$ cat src/rtl/dag_pkg.sv
package dag_pkg;
    typedef enum logic [1:0] {
        KIND_IDX  = 2'd0,
        KIND_MOD  = 2'd1,
        KIND_LEN  = 2'd2,
        KIND_BASE = 2'd3
    } reg_kind_e;

    localparam int NSET = 2;
endpackage

$ cat src/rtl/dag_regfile.sv
module dag_regfile
    import dag_pkg::*;
#(
    parameter int AW   = 16,
    parameter int NGRP = 8,
    localparam int GW  = $clog2(NGRP)
) (
    input  logic          clk,
    input  logic          rst_n,
    input  logic          wr_en,
    input  logic          wr_alt,
    input  reg_kind_e     wr_kind,
    input  logic [GW-1:0] wr_grp,
    input  logic [AW-1:0] wr_data,
    input  logic          rd_alt,
    input  logic [GW-1:0] rd_isel,
    input  logic [GW-1:0] rd_msel,
    input  logic          upd_en,
    input  logic [AW-1:0] upd_val,
    output logic [AW-1:0] rd_idx,
    output logic [AW-1:0] rd_mod,
    output logic [AW-1:0] rd_len,
    output logic [AW-1:0] rd_base
);
    logic [NSET-1:0][NGRP-1:0][AW-1:0] idx_q;
    logic [NSET-1:0][NGRP-1:0][AW-1:0] mod_q;
    logic [NSET-1:0][NGRP-1:0][AW-1:0] len_q;
    logic [NSET-1:0][NGRP-1:0][AW-1:0] base_q;

    // The write-back is issued first, so a register write in the same cycle overrides it.
    always_ff @(posedge clk or negedge rst_n) begin
        if (!rst_n) begin
            idx_q  <= '0;
            mod_q  <= '0;
            len_q  <= '0;
            base_q <= '0;
        end else begin
            if (upd_en)
                idx_q[rd_alt][rd_isel] <= upd_val;
            if (wr_en) begin
                unique case (wr_kind)
                    KIND_IDX:  idx_q[wr_alt][wr_grp] <= wr_data;
                    KIND_MOD:  mod_q[wr_alt][wr_grp] <= wr_data;
                    KIND_LEN:  len_q[wr_alt][wr_grp] <= wr_data;
                    KIND_BASE: begin
                        base_q[wr_alt][wr_grp] <= wr_data;
                        idx_q[wr_alt][wr_grp]  <= wr_data;
                    end
                endcase
            end
        end
    end

    always_comb begin
        rd_idx  = idx_q[rd_alt][rd_isel];
        rd_mod  = mod_q[rd_alt][rd_msel];
        rd_len  = len_q[rd_alt][rd_isel];
        rd_base = base_q[rd_alt][rd_isel];
    end

    // a base write also lands in the matching index register
    a_r3_base_loads_index: assert property (@(posedge clk) disable iff (!rst_n)
        (wr_en && wr_kind == KIND_BASE) |=> idx_q[$past(wr_alt)][$past(wr_grp)] == $past(wr_data));

    // with neither write nor write-back, no index register moves
    a_r5_index_held: assert property (@(posedge clk) disable iff (!rst_n)
        (!upd_en && !wr_en) |=> $stable(idx_q));

    // a write to an index register wins over a write-back to it
    a_r13_write_wins: assert property (@(posedge clk) disable iff (!rst_n)
        (wr_en && wr_kind == KIND_IDX && upd_en) |=> idx_q[$past(wr_alt)][$past(wr_grp)] == $past(wr_data));
endmodule

$ cat src/rtl/dag_calc.sv
module dag_calc #(
    parameter int AW = 16,
    parameter int RB = 4
) (
    input  logic [AW-1:0] cur_idx,
    input  logic [AW-1:0] modv,
    input  logic [AW-1:0] len,
    input  logic [AW-1:0] base,
    input  logic          pre,
    input  logic          rev,
    output logic [AW-1:0] addr,
    output logic [AW-1:0] nxt_idx
);
    localparam int EW = AW + 2;

    logic signed [EW-1:0] sum_e, base_e, len_e, top_e, wrap_e, mag_e, nxt_e;
    logic [AW-1:0] lin_addr;
    logic [AW-1:0] rev_addr;

    always_comb begin
        sum_e  = $signed({2'b00, cur_idx}) + $signed({{2{modv[AW-1]}}, modv});
        base_e = $signed({2'b00, base});
        len_e  = $signed({2'b00, len});
        top_e  = base_e + len_e;
        if (len == '0)
            wrap_e = sum_e;
        else if (sum_e >= top_e)
            wrap_e = sum_e - len_e;
        else if (sum_e < base_e)
            wrap_e = sum_e + len_e;
        else
            wrap_e = sum_e;
        nxt_idx  = wrap_e[AW-1:0];
        lin_addr = pre ? sum_e[AW-1:0] : cur_idx;
    end

    genvar g;
    generate
        for (g = 0; g < AW; g++) begin : g_rev
            if (g < RB) begin : g_swap
                assign rev_addr[g] = lin_addr[RB-1-g];
            end else begin : g_keep
                assign rev_addr[g] = lin_addr[g];
            end
        end
    endgenerate

    assign addr = rev ? rev_addr : lin_addr;

    // a step no larger than the buffer keeps an in-buffer index in the buffer
    always_comb begin
        mag_e = modv[AW-1] ? -$signed({{2{modv[AW-1]}}, modv}) : $signed({2'b00, modv});
        nxt_e = $signed({2'b00, nxt_idx});
        if (len != '0 && $signed({2'b00, cur_idx}) >= base_e &&
            $signed({2'b00, cur_idx}) < top_e && mag_e <= len_e && top_e < (1 <<< AW)) begin
            a_r7_r8_stay_in_buffer: assert (nxt_e >= base_e && nxt_e < top_e);
        end
    end
endmodule

$ cat src/rtl/dag_unit.sv
module dag_unit
    import dag_pkg::*;
#(
    parameter int AW   = 16,
    parameter int NGRP = 8,
    parameter int RB   = 4,
    localparam int GW  = $clog2(NGRP)
) (
    input  logic          clk,
    input  logic          rst_n,
    input  logic          alt,
    input  logic          wr_en,
    input  logic          wr_alt,
    input  reg_kind_e     wr_kind,
    input  logic [GW-1:0] wr_grp,
    input  logic [AW-1:0] wr_data,
    input  logic          req,
    input  logic          pre,
    input  logic          rev,
    input  logic          imm_en,
    input  logic [GW-1:0] isel,
    input  logic [GW-1:0] msel,
    input  logic [AW-1:0] imm,
    output logic          vld,
    output logic [AW-1:0] addr
);
    logic [AW-1:0] cur_idx, reg_mod, cur_len, cur_base;
    logic [AW-1:0] modv, addr_c, nxt_idx;
    logic          upd_en;
    logic          vld_q;
    logic [AW-1:0] addr_q;

    assign upd_en = req && !pre;
    assign modv   = imm_en ? imm : reg_mod;

    dag_regfile #(.AW(AW), .NGRP(NGRP)) u_rf (
        .clk     (clk),
        .rst_n   (rst_n),
        .wr_en   (wr_en),
        .wr_alt  (wr_alt),
        .wr_kind (wr_kind),
        .wr_grp  (wr_grp),
        .wr_data (wr_data),
        .rd_alt  (alt),
        .rd_isel (isel),
        .rd_msel (msel),
        .upd_en  (upd_en),
        .upd_val (nxt_idx),
        .rd_idx  (cur_idx),
        .rd_mod  (reg_mod),
        .rd_len  (cur_len),
        .rd_base (cur_base)
    );

    dag_calc #(.AW(AW), .RB(RB)) u_calc (
        .cur_idx (cur_idx),
        .modv    (modv),
        .len     (cur_len),
        .base    (cur_base),
        .pre     (pre),
        .rev     (rev),
        .addr    (addr_c),
        .nxt_idx (nxt_idx)
    );

    always_ff @(posedge clk or negedge rst_n) begin
        if (!rst_n) begin
            vld_q  <= 1'b0;
            addr_q <= '0;
        end else begin
            vld_q <= req;
            if (req)
                addr_q <= addr_c;
        end
    end

    assign vld  = vld_q;
    assign addr = addr_q;

    // a post-modify access without reversal returns the stored index
    a_r4_post_returns_index: assert property (@(posedge clk) disable iff (!rst_n)
        (req && !pre && !rev) |=> addr_q == $past(cur_idx));

    // the result is flagged one cycle after the request
    a_r14_vld_latency: assert property (@(posedge clk) disable iff (!rst_n)
        req |=> vld);
endmodule

$ cat src/rtl/dual_addr_gen.sv
module dual_addr_gen
    import dag_pkg::*;
#(
    parameter int AW   = 16,
    parameter int NGRP = 8,
    parameter int RB   = 4,
    localparam int GW  = $clog2(NGRP),
    localparam int NGEN = 2
) (
    input  logic                      clk,
    input  logic                      rst_n,
    input  logic [NGEN-1:0]           mode_alt,
    input  logic                      wr_en,
    input  logic                      wr_gen,
    input  logic                      wr_alt,
    input  logic [1:0]                wr_kind,
    input  logic [GW-1:0]             wr_grp,
    input  logic [AW-1:0]             wr_data,
    input  logic [NGEN-1:0]           acc_req,
    input  logic [NGEN-1:0]           acc_pre,
    input  logic [NGEN-1:0]           acc_rev,
    input  logic [NGEN-1:0]           acc_imm_en,
    input  logic [NGEN-1:0][GW-1:0]   acc_isel,
    input  logic [NGEN-1:0][GW-1:0]   acc_msel,
    input  logic [NGEN-1:0][AW-1:0]   acc_imm,
    output logic [NGEN-1:0]           addr_vld,
    output logic [NGEN-1:0][AW-1:0]   addr_out
);
    reg_kind_e kind;
    assign kind = reg_kind_e'(wr_kind);

    genvar g;
    generate
        for (g = 0; g < NGEN; g++) begin : g_gen
            logic wr_here;
            assign wr_here = wr_en && (wr_gen == g[0]);

            dag_unit #(.AW(AW), .NGRP(NGRP), .RB(RB)) u_unit (
                .clk     (clk),
                .rst_n   (rst_n),
                .alt     (mode_alt[g]),
                .wr_en   (wr_here),
                .wr_alt  (wr_alt),
                .wr_kind (kind),
                .wr_grp  (wr_grp),
                .wr_data (wr_data),
                .req     (acc_req[g]),
                .pre     (acc_pre[g]),
                .rev     (acc_rev[g]),
                .imm_en  (acc_imm_en[g]),
                .isel    (acc_isel[g]),
                .msel    (acc_msel[g]),
                .imm     (acc_imm[g]),
                .vld     (addr_vld[g]),
                .addr    (addr_out[g])
            );
        end
    endgenerate

    // no address is flagged without a request in the previous cycle
    a_r14_no_spurious_vld: assert property (@(posedge clk) disable iff (!rst_n)
        (acc_req == '0) |=> (addr_vld == '0));
endmodule

$ cat config.mk
export PLATFORM = sky130hd
export DESIGN_NAME = dual_addr_gen
export DESIGN_NICKNAME = d
export VERILOG_FILES = /design/src/rtl/dag_pkg.sv /design/src/rtl/dag_regfile.sv /design/src/rtl/dag_calc.sv /design/src/rtl/dag_unit.sv /design/src/rtl/dual_addr_gen.sv
export SDC_FILE = /design/constraint.sdc
export NUM_CORES = 2
export LEC_CHECK = 0
export BUFFER_PORTS_ARGS = -buffer_cell sky130_fd_sc_hd__buf_2
export CAP_MARGIN = 0
export CORE_MARGIN = 1.5
export CORE_UTILIZATION = 42
export DETAILED_ROUTE_END_ITERATION = 10
export PLACE_DENSITY = 0.61
export SYNTH_ARGS = -nofsm -noshare
export SYNTH_HDL_FRONTEND = slang
export SYNTH_SLANG_ARGS = --single-unit
$ cat constraint.sdc
create_clock -name clk -period 9.1 [get_ports clk]
set_input_delay 0.455 -clock clk [delete_from_list [all_inputs] [get_ports clk]]
set_output_delay 0.455 -clock clk [all_outputs]
set_load 0.01 [all_outputs]
After elaboration in Yosys (flattened, before gate mapping)
Cells that the tools add are included.
{"block": "op_classes", "reduce_logical": 22, "n_bitwise": 1, "n_eq_ne": 3, "muxes": 72, "order_cmp": 18, "addsub": 8}
{"operator": "256-bit bitwise mux", "count": 10}
{"operator": "128-bit 2-to-1 mux", "count": 19}
{"operator": "256-bit 2-to-1 mux", "count": 6}
{"operator": "16-bit binary-select mux with 3-bit select", "count": 8}
{"operator": "128-bit demux with 1-bit select", "count": 3}
{"operator": "16-bit 2-to-1 mux", "count": 21}
{"operator": "16-bit demux with 3-bit select", "count": 3}
{"operator": "17-bit by 16-bit adder with 18-bit output", "count": 2}
{"operator": "18-bit >= comparator", "count": 2}
{"operator": "18-bit by 17-bit < comparator with 1-bit output", "count": 2}
{"operator": "16-bit by 16-bit adder with 17-bit output", "count": 2}
{"operator": "16-bit adder", "count": 2}
{"operator": "16-bit logical NOT", "count": 2}
{"operator": "16-bit subtractor", "count": 2}
{"operator": "3-bit by 4-bit < comparator with 1-bit output, second input constant", "count": 5}
{"operator": "2-bit AND reduction", "count": 6}
{"operator": "1-bit logical AND", "count": 10}
{"operator": "3-bit by 1-bit >= comparator with 1-bit output, second input constant", "count": 3}
{"operator": "4-bit 2-to-1 mux", "count": 2}
{"operator": "1-bit by 2-bit < comparator with 1-bit output, second input constant", "count": 3}
{"operator": "2-bit equality test, second input constant", "count": 2}
{"operator": "1-bit >= comparator, second input constant", "count": 3}
{"operator": "2-bit by 1-bit equality test with 1-bit output, second input constant", "count": 1}
{"operator": "1-bit logical NOT", "count": 2}
{"operator": "3 further kinds", "count": 3}
{"block": "totals", "out_inout_bits": 34, "register_bits": 2082}

Depth between registers and ports, before layout
{"block": "logic_depth", "word_depth": 15, "depth_mapped": 41, "mapped_depth_nobuf": 29}

Cells and area by module
Synthesis repeated with hierarchy kept, for this count alone.
{"block": "hier_totals", "hier_cells": 8590, "hier_area_um2": 108240.1}
{"module": "dag_regfile at g_gen[1].u_unit.u_rf", "area_per_inst_um2": 49047.0, "cells_per_inst": 3722, "n_inst": 1, "seq_area_each_um2": 25624.6}
{"module": "dag_regfile at g_gen[0].u_unit.u_rf", "area_per_inst_um2": 48925.7, "cells_per_inst": 3635, "n_inst": 1, "seq_area_each_um2": 25624.6}
{"module": "dag_calc at g_gen[1].u_unit.u_calc", "area_per_inst_um2": 4295.4, "cells_per_inst": 580, "n_inst": 1, "seq_area_each_um2": 0.0}
{"module": "dag_calc at g_gen[0].u_unit.u_calc", "area_per_inst_um2": 4103.9, "cells_per_inst": 543, "n_inst": 1, "seq_area_each_um2": 0.0}
{"module": "dag_unit", "area_per_inst_um2": 925.9, "cells_per_inst": 54, "n_inst": 2, "seq_area_each_um2": 425.4}
{"module": "dual_addr_gen", "area_per_inst_um2": 16.3, "cells_per_inst": 2, "n_inst": 1, "seq_area_each_um2": 0.0}

Worst setup path after synthesis
No wires, ideal clock.
{"block": "synth_path", "path_type": "in2reg", "from": "input port mode_alt[0]", "to": "register g_gen[0].u_unit.u_rf.idx_q[105] in the netlist's numbering", "path_buffers": 11, "slack_ns": 0.076, "path_stages": 34, "arrival_time_ns": 8.878, "setup_time_ns": 0.146, "required_ns": 8.954, "cell_sequence": "buf_4 buf_4 buf_2 buf_4 buf_2 buf_2 buf_4 buf_1 mux4_2 mux4_2 mux2_2 ha_1 a211oi_1 o211a_1 nor2_1 nor2_1 xor2_1 clkbuf_1 inv_1 ha_1 a2111oi_0 nand2b_1 nor2_1 a211oi_1 o31ai_1 a211o_1 o311ai_0 a32o_1 nor2_1 clkbuf_1 a2bb2oi_1 a22oi_1 clkbuf_1 a221oi_1"}
{"block": "synth_via", "elab_chain_len": 15}
{"item": "start, declared", "line_no": "dual_addr_gen.sv:12", "text": "input logic [NGEN-1:0] mode_alt,"}
{"item": "128-bit 2-to-1 mux (implied by the code) (2 in series)", "line_no": "dag_regfile.sv:56", "text": "rd_mod = mod_q[rd_alt][rd_msel];"}
{"item": "16-bit binary-select mux with 3-bit select", "line_no": "dag_regfile.sv:56"}
{"item": "16-bit 2-to-1 mux (implied by the code)", "line_no": "dag_regfile.sv:56"}
{"item": "16-bit 2-to-1 mux", "line_no": "dag_unit.sv:34", "text": "assign modv = imm_en ? imm : reg_mod;"}
{"item": "17-bit by 16-bit adder with 18-bit output", "line_no": "dag_calc.sv:21", "text": "sum_e = $signed({2'b00, cur_idx}) + $signed({{2{modv[AW-1]}}, modv});"}
{"item": "16-bit adder / 18-bit by 17-bit < comparator with 1-bit output (equally long branches)", "line_no": "dag_calc.sv:30, dag_calc.sv:29"}
{"item": "16-bit 2-to-1 mux", "line_no": "dag_calc.sv:29", "text": "else if (sum_e < base_e)"}
{"item": "16-bit 2-to-1 mux", "line_no": "dag_calc.sv:27", "text": "else if (sum_e >= top_e)"}
{"item": "16-bit 2-to-1 mux", "line_no": "dag_calc.sv:25", "text": "if (len == '0)"}
{"item": "256-bit bitwise mux (*)", "line_no": "dag_regfile.sv:39", "text": "idx_q[rd_alt][rd_isel] <= upd_val;"}
{"item": "256-bit 2-to-1 mux (*)", "line_no": "dag_regfile.sv:38", "text": "if (upd_en)"}
{"item": "256-bit bitwise mux", "line_no": "dag_regfile.sv:42, dag_regfile.sv:47"}
{"item": "256-bit 2-to-1 mux"}
{"item": "256-bit 2-to-1 mux (*)", "line_no": "dag_regfile.sv:40", "text": "if (wr_en) begin"}
{"item": "end signal, assigned by index", "line_no": "dag_regfile.sv:39"}
{"item": "end signal, assigned by index", "line_no": "dag_regfile.sv:42", "text": "KIND_IDX: idx_q[wr_alt][wr_grp] <= wr_data;"}
{"item": "end signal, assigned by index", "line_no": "dag_regfile.sv:47", "text": "idx_q[wr_alt][wr_grp] <= wr_data;"}
{"item": "end, declared", "line_no": "dag_regfile.sv:25", "text": "logic [NSET-1:0][NGRP-1:0][AW-1:0] idx_q;"}
Every way passes the cells marked *; elsewhere a longest branch is shown, timed or not. The select of a mux whose other input is x is not followed.
A chain may end at the register's enable or synchronous reset.

Final worst setup path
{"block": "layout_path", "from": "register g_gen[0].u_unit.u_rf.base_q[209] in the netlist's numbering", "to": "register g_gen[0].u_unit.u_rf.idx_q[181] in the netlist's numbering"}
{"block": "layout_via", "elab_chain_len": 13}
{"item": "start, declared", "line_no": "dag_regfile.sv:28", "text": "logic [NSET-1:0][NGRP-1:0][AW-1:0] base_q;"}
{"item": "start signal, assigned by index", "line_no": "dag_regfile.sv:46", "text": "base_q[wr_alt][wr_grp] <= wr_data;"}
{"item": "128-bit 2-to-1 mux (implied by the code) (*) (2 in series)", "line_no": "dag_regfile.sv:58", "text": "rd_base = base_q[rd_alt][rd_isel];"}
{"item": "16-bit binary-select mux with 3-bit select (*)", "line_no": "dag_regfile.sv:58"}
{"item": "16-bit 2-to-1 mux (implied by the code) (*)", "line_no": "dag_regfile.sv:58"}
{"item": "16-bit by 16-bit adder with 17-bit output / 18-bit by 17-bit < comparator with 1-bit output (equally long branches)", "line_no": "dag_calc.sv:24, dag_calc.sv:29"}
{"item": "18-bit >= comparator / 16-bit 2-to-1 mux (equally long branches)", "line_no": "dag_calc.sv:27, dag_calc.sv:29"}
{"item": "16-bit 2-to-1 mux (*)", "line_no": "dag_calc.sv:27"}
{"item": "16-bit 2-to-1 mux (*)", "line_no": "dag_calc.sv:25"}
{"item": "256-bit bitwise mux (*)", "line_no": "dag_regfile.sv:39"}
{"item": "256-bit 2-to-1 mux (*)", "line_no": "dag_regfile.sv:38"}
{"item": "256-bit bitwise mux", "line_no": "dag_regfile.sv:42, dag_regfile.sv:47"}
{"item": "256-bit 2-to-1 mux"}
{"item": "256-bit 2-to-1 mux (*)", "line_no": "dag_regfile.sv:40"}
Marks and branches as above.

==> key figures <==
Status
  • Outcome: finished clean

Timing
  • # setup viols final: 0
  • Clock skew: 0.0397 ns
  • Final worst setup slack: between 1 and 1.5 ns
  • Fin crit period: 7.99 ns
  • Setup TNS: 0 ns
  • RSZ-0062 raised after global routing: no
  • Pins over their slew limit: 0
  • Crit share post-route: just under 90%
  • Hold slack: 0.118 ns
  • Count of final hold-check violations: 0
  • Slew HR: 3.42%
  • F_max: 125 MHz
  • Slew @ Worst Pin: around 1.4 ns

Yosys
  • Post-Synthesis Cells: 8627
  • Area leader, netlist: dfrtp_1
  • Synth top cells by count: 2082 x dfrtp_1, 1603 x mux2_2, 599 x clkbuf_1, 515 x nor2_1, 433 x mux2i_1
  • Synthesized Nets: 8898
  • Synth cell types: 100
  • Syn_area_per_cell: 12.4 µm²
  • Primary FF master, synth: dfrtp_1
  • Top cells by area, synth: dfrtp_1 49%, mux2_2 17%, mux4_2 8.8%, mux2i_1 4.1%, ha_1 2.1%
  • Ys Warns: 0
  • Post-synth top area share: approximately 49%
  • Post-synthesis sequential area ratio: 48.7%
  • Seq cells post-synth: 2082
  • Synth async-reset ratio: 100%
  • Number of enable flip-flop cells after synthesis: 0
  • Synthesized cell area: 107000 µm²
  • Top-count cell post-synth: dfrtp_1

Setup path
  • CP peak stage delay: 0.73 ns
  • Reg2Reg Depth: 26
  • RR Startpoint: g_gen[0].u_unit.u_rf.base_q[209]
  • Flop2flop setup slack: 1.11 ns
  • Worst-path maximum fanout: 16
  • WP data required: 9.83 ns
  • Worst path depth: 26
  • Crit path capture type: flop
  • Most used cell, CP: a211oi_1
  • WP buf/inv: 1
  • Worst reg2reg path endpoint: g_gen[0].u_unit.u_rf.idx_q[181]
  • CP arrival: 8.72 ns
  • CP max stage cell: a2111oi_0
  • Type of the worst setup path: reg2reg
  • Critical path launch point type: flop
  • CP top delay family: compound AO/OA/AOI/OAI gates

Min path
  • Hold Path Class: in2async

Routing
  • DRT Wirelength: 342000 µm
  • DR DRC count: 0
  • First-pass iteration count of the detailed router: 7
  • Post-route ant nets: 0
  • Vias per cell: 6.18
  • Vias: 74742
  • DR WL/cell: 28.3 µm
  • Starting DRT DRC Count: 7689

Cells and area
  • Final core occ: 46.9%
  • Multi-input logic area: 51300 µm²
  • Fillers: 22537
  • Area Overhead vs Synth: 11.3%
  • Storage cell area: 52100 µm²
  • Design Area, Final: 119000 µm²
  • Layout cells sized above 1: 32.9%
  • Final nets: 8798
  • Post-Layout Cell Count: 12086

CTS
  • Clk pin slew, worst setup/hold paths: 0.06 ns
  • Clk sink count: 2082
  • Skew-Pair Late Insertion Delay: 0.90 ns
  • Setup repair bufs after CTS: 0
  • Clock Tree Buf Depth: 3
  • CTS tree: built
  • CTS Buf Count: 218
  • Clk Tree Root Cell: clkbuf_16
  • H-tree levels: 4

Placement
  • Cells after DPL: 11668
  • Area after DPL: 111000 µm²
  • Pre-CTS setup slack: 0.561 ns
  • IO buf count: 113
  • Routability congestion estimate: 0.934
  • Dpl hpwl: approximately 230000 µm

Job
  • Number of max-cap violations: 0

Die
  • Rows: 185
  • Die width: 508 µm
  • Initial Util: 42.2%
  • Core area: approximately 250000 µm²
  • Die area: 258000 µm²
  • Die Span Y: 508 µm
  • I/O pin total: 114

Power
  • Pleak: approximately 55 nW
  • Power Total: 32.7 mW
  • Peak supply drop: 294 µV
  • Power Dens Cells: 275 nW/µm²

Global routing
  • Largest net degree at the start of global routing: 193
  • First-pass GRT wire length: 509000 µm
  • Global route overflow: 0
  • Tot GR Track Use: 26.3%
  • Antenna violations before repair: 20
  • Vias in the first global route: 75336
## final cells by class
| cell class | instances | area share, % |
|---|---|---|
| Sequential cell | 2082 | 43.8 |
| Multi-Input combinational cell | 5649 | 43.1 |
| Tap cell | 3366 | 3.54 |
| Timing Repair Buffer | 423 | 2.75 |
| Inverter | 153 | 0.484 |
| Clock inverter | 65 | 0.789 |
| Clock buffer | 338 | 5.54 |
| Antenna cell | 10 | 0.0210 |
## placed cells by master (no fill, tap or decap), types with 26 or more instances in the layout
cell	synthesis	layout
dfrtp_1	2082	2082
mux2_2	1603	1603
nor2_1	515	489
mux2i_1	433	433
o21ai_0	425	424
a21oi_1	422	421
mux4_2	417	417
nand2_1	406	406
buf_4	24	301
clkbuf_16	0	221
ha_1	183	183
o22ai_1	156	156
a22oi_1	154	154
inv_1	151	151
a221oi_1	101	101
a21o_1	96	96
buf_2	68	90
clkbuf_8	0	62
clkbuf_1	599	55
nor3_1	58	54
nand3_1	44	43
a211oi_1	43	42
xnor2_1	41	41
a221o_1	34	34
nor2b_1	35	33
and3_1	33	33
nand2b_1	33	33
or3_1	31	31
a31oi_1	31	31
clkinv_2	1	30
o221ai_1	26	26
## registers in the layout (all words and copies together), names as in the netlist
| name | count |
|---|---|
| g_gen.u_unit.u_rf.idx_q | 512 |
| g_gen.u_unit.u_rf.len_q | 512 |
| g_gen.u_unit.u_rf.mod_q | 512 |
| g_gen.u_unit.u_rf.base_q | 512 |
| g_gen.u_unit.addr | 32 |
| g_gen.u_unit.vld | 2 |
## what timing repair did
item / CTS / global route
endpoints found under the hold margin: 112 / 0
hold buffers: 5 / 0
resized for setup: 0 / 0
## where the power goes
part           switching [mW]  total (mW)  internal, mW
sequential              0.928        11.9          11.0
clock                    3.87        9.35          5.48
combinational            7.22        11.5          4.24
total                    12.0        32.7          20.7
## how the worst max path moves through the flow
stage,start,endpoint,slack [ns]
2_1_floorplan,mode_alt[0],g_gen[0].u_unit.u_rf.idx_q[105],0.08
3_3_place_gp,mode_alt[0],g_gen[0].u_unit.u_rf.idx_q[218],0.54
3_5_place_dp,mode_alt[1],g_gen[1].u_unit.u_rf.idx_q[249],0.56
4_1_cts,g_gen[0].u_unit.u_rf.base_q[209],g_gen[0].u_unit.u_rf.idx_q[181],1.26
5_1_grt,g_gen[0].u_unit.u_rf.base_q[209],g_gen[0].u_unit.u_rf.idx_q[38],0.63
6_report,g_gen[0].u_unit.u_rf.base_q[209],g_gen[0].u_unit.u_rf.idx_q[181],1.11
## kinds of logic (layout without fill, tap and decap cells)
family / after synthesis / count (layout) / share of synthesized area (%)
AOI/OAI and AO/OA: 1672 / 1672 / 9.90
xor gates and xnor gates: 65 / 65 / 0.532
adders and majority gates: 192 / 192 / 2.30
buffers and inverters: 896 / 979 / 3.44
DFF: 2082 / 2082 / 48.7
muxes: 2463 / 2463 / 29.9
other: 0 / 10 / 0
and+or+nand+nor: 1257 / 1257 / 5.17
## layer usage
layer	vias to the layer above	track usage, %	wire (µm)
li1	31752	-	-
met1	39448	36.3	146000
met2	2907	42.2	161000
met3	621	4.36	22800
met4	14	8.63	11300
met5	-	0	86
No activity file was read; power rests on OpenSTA's default activity.
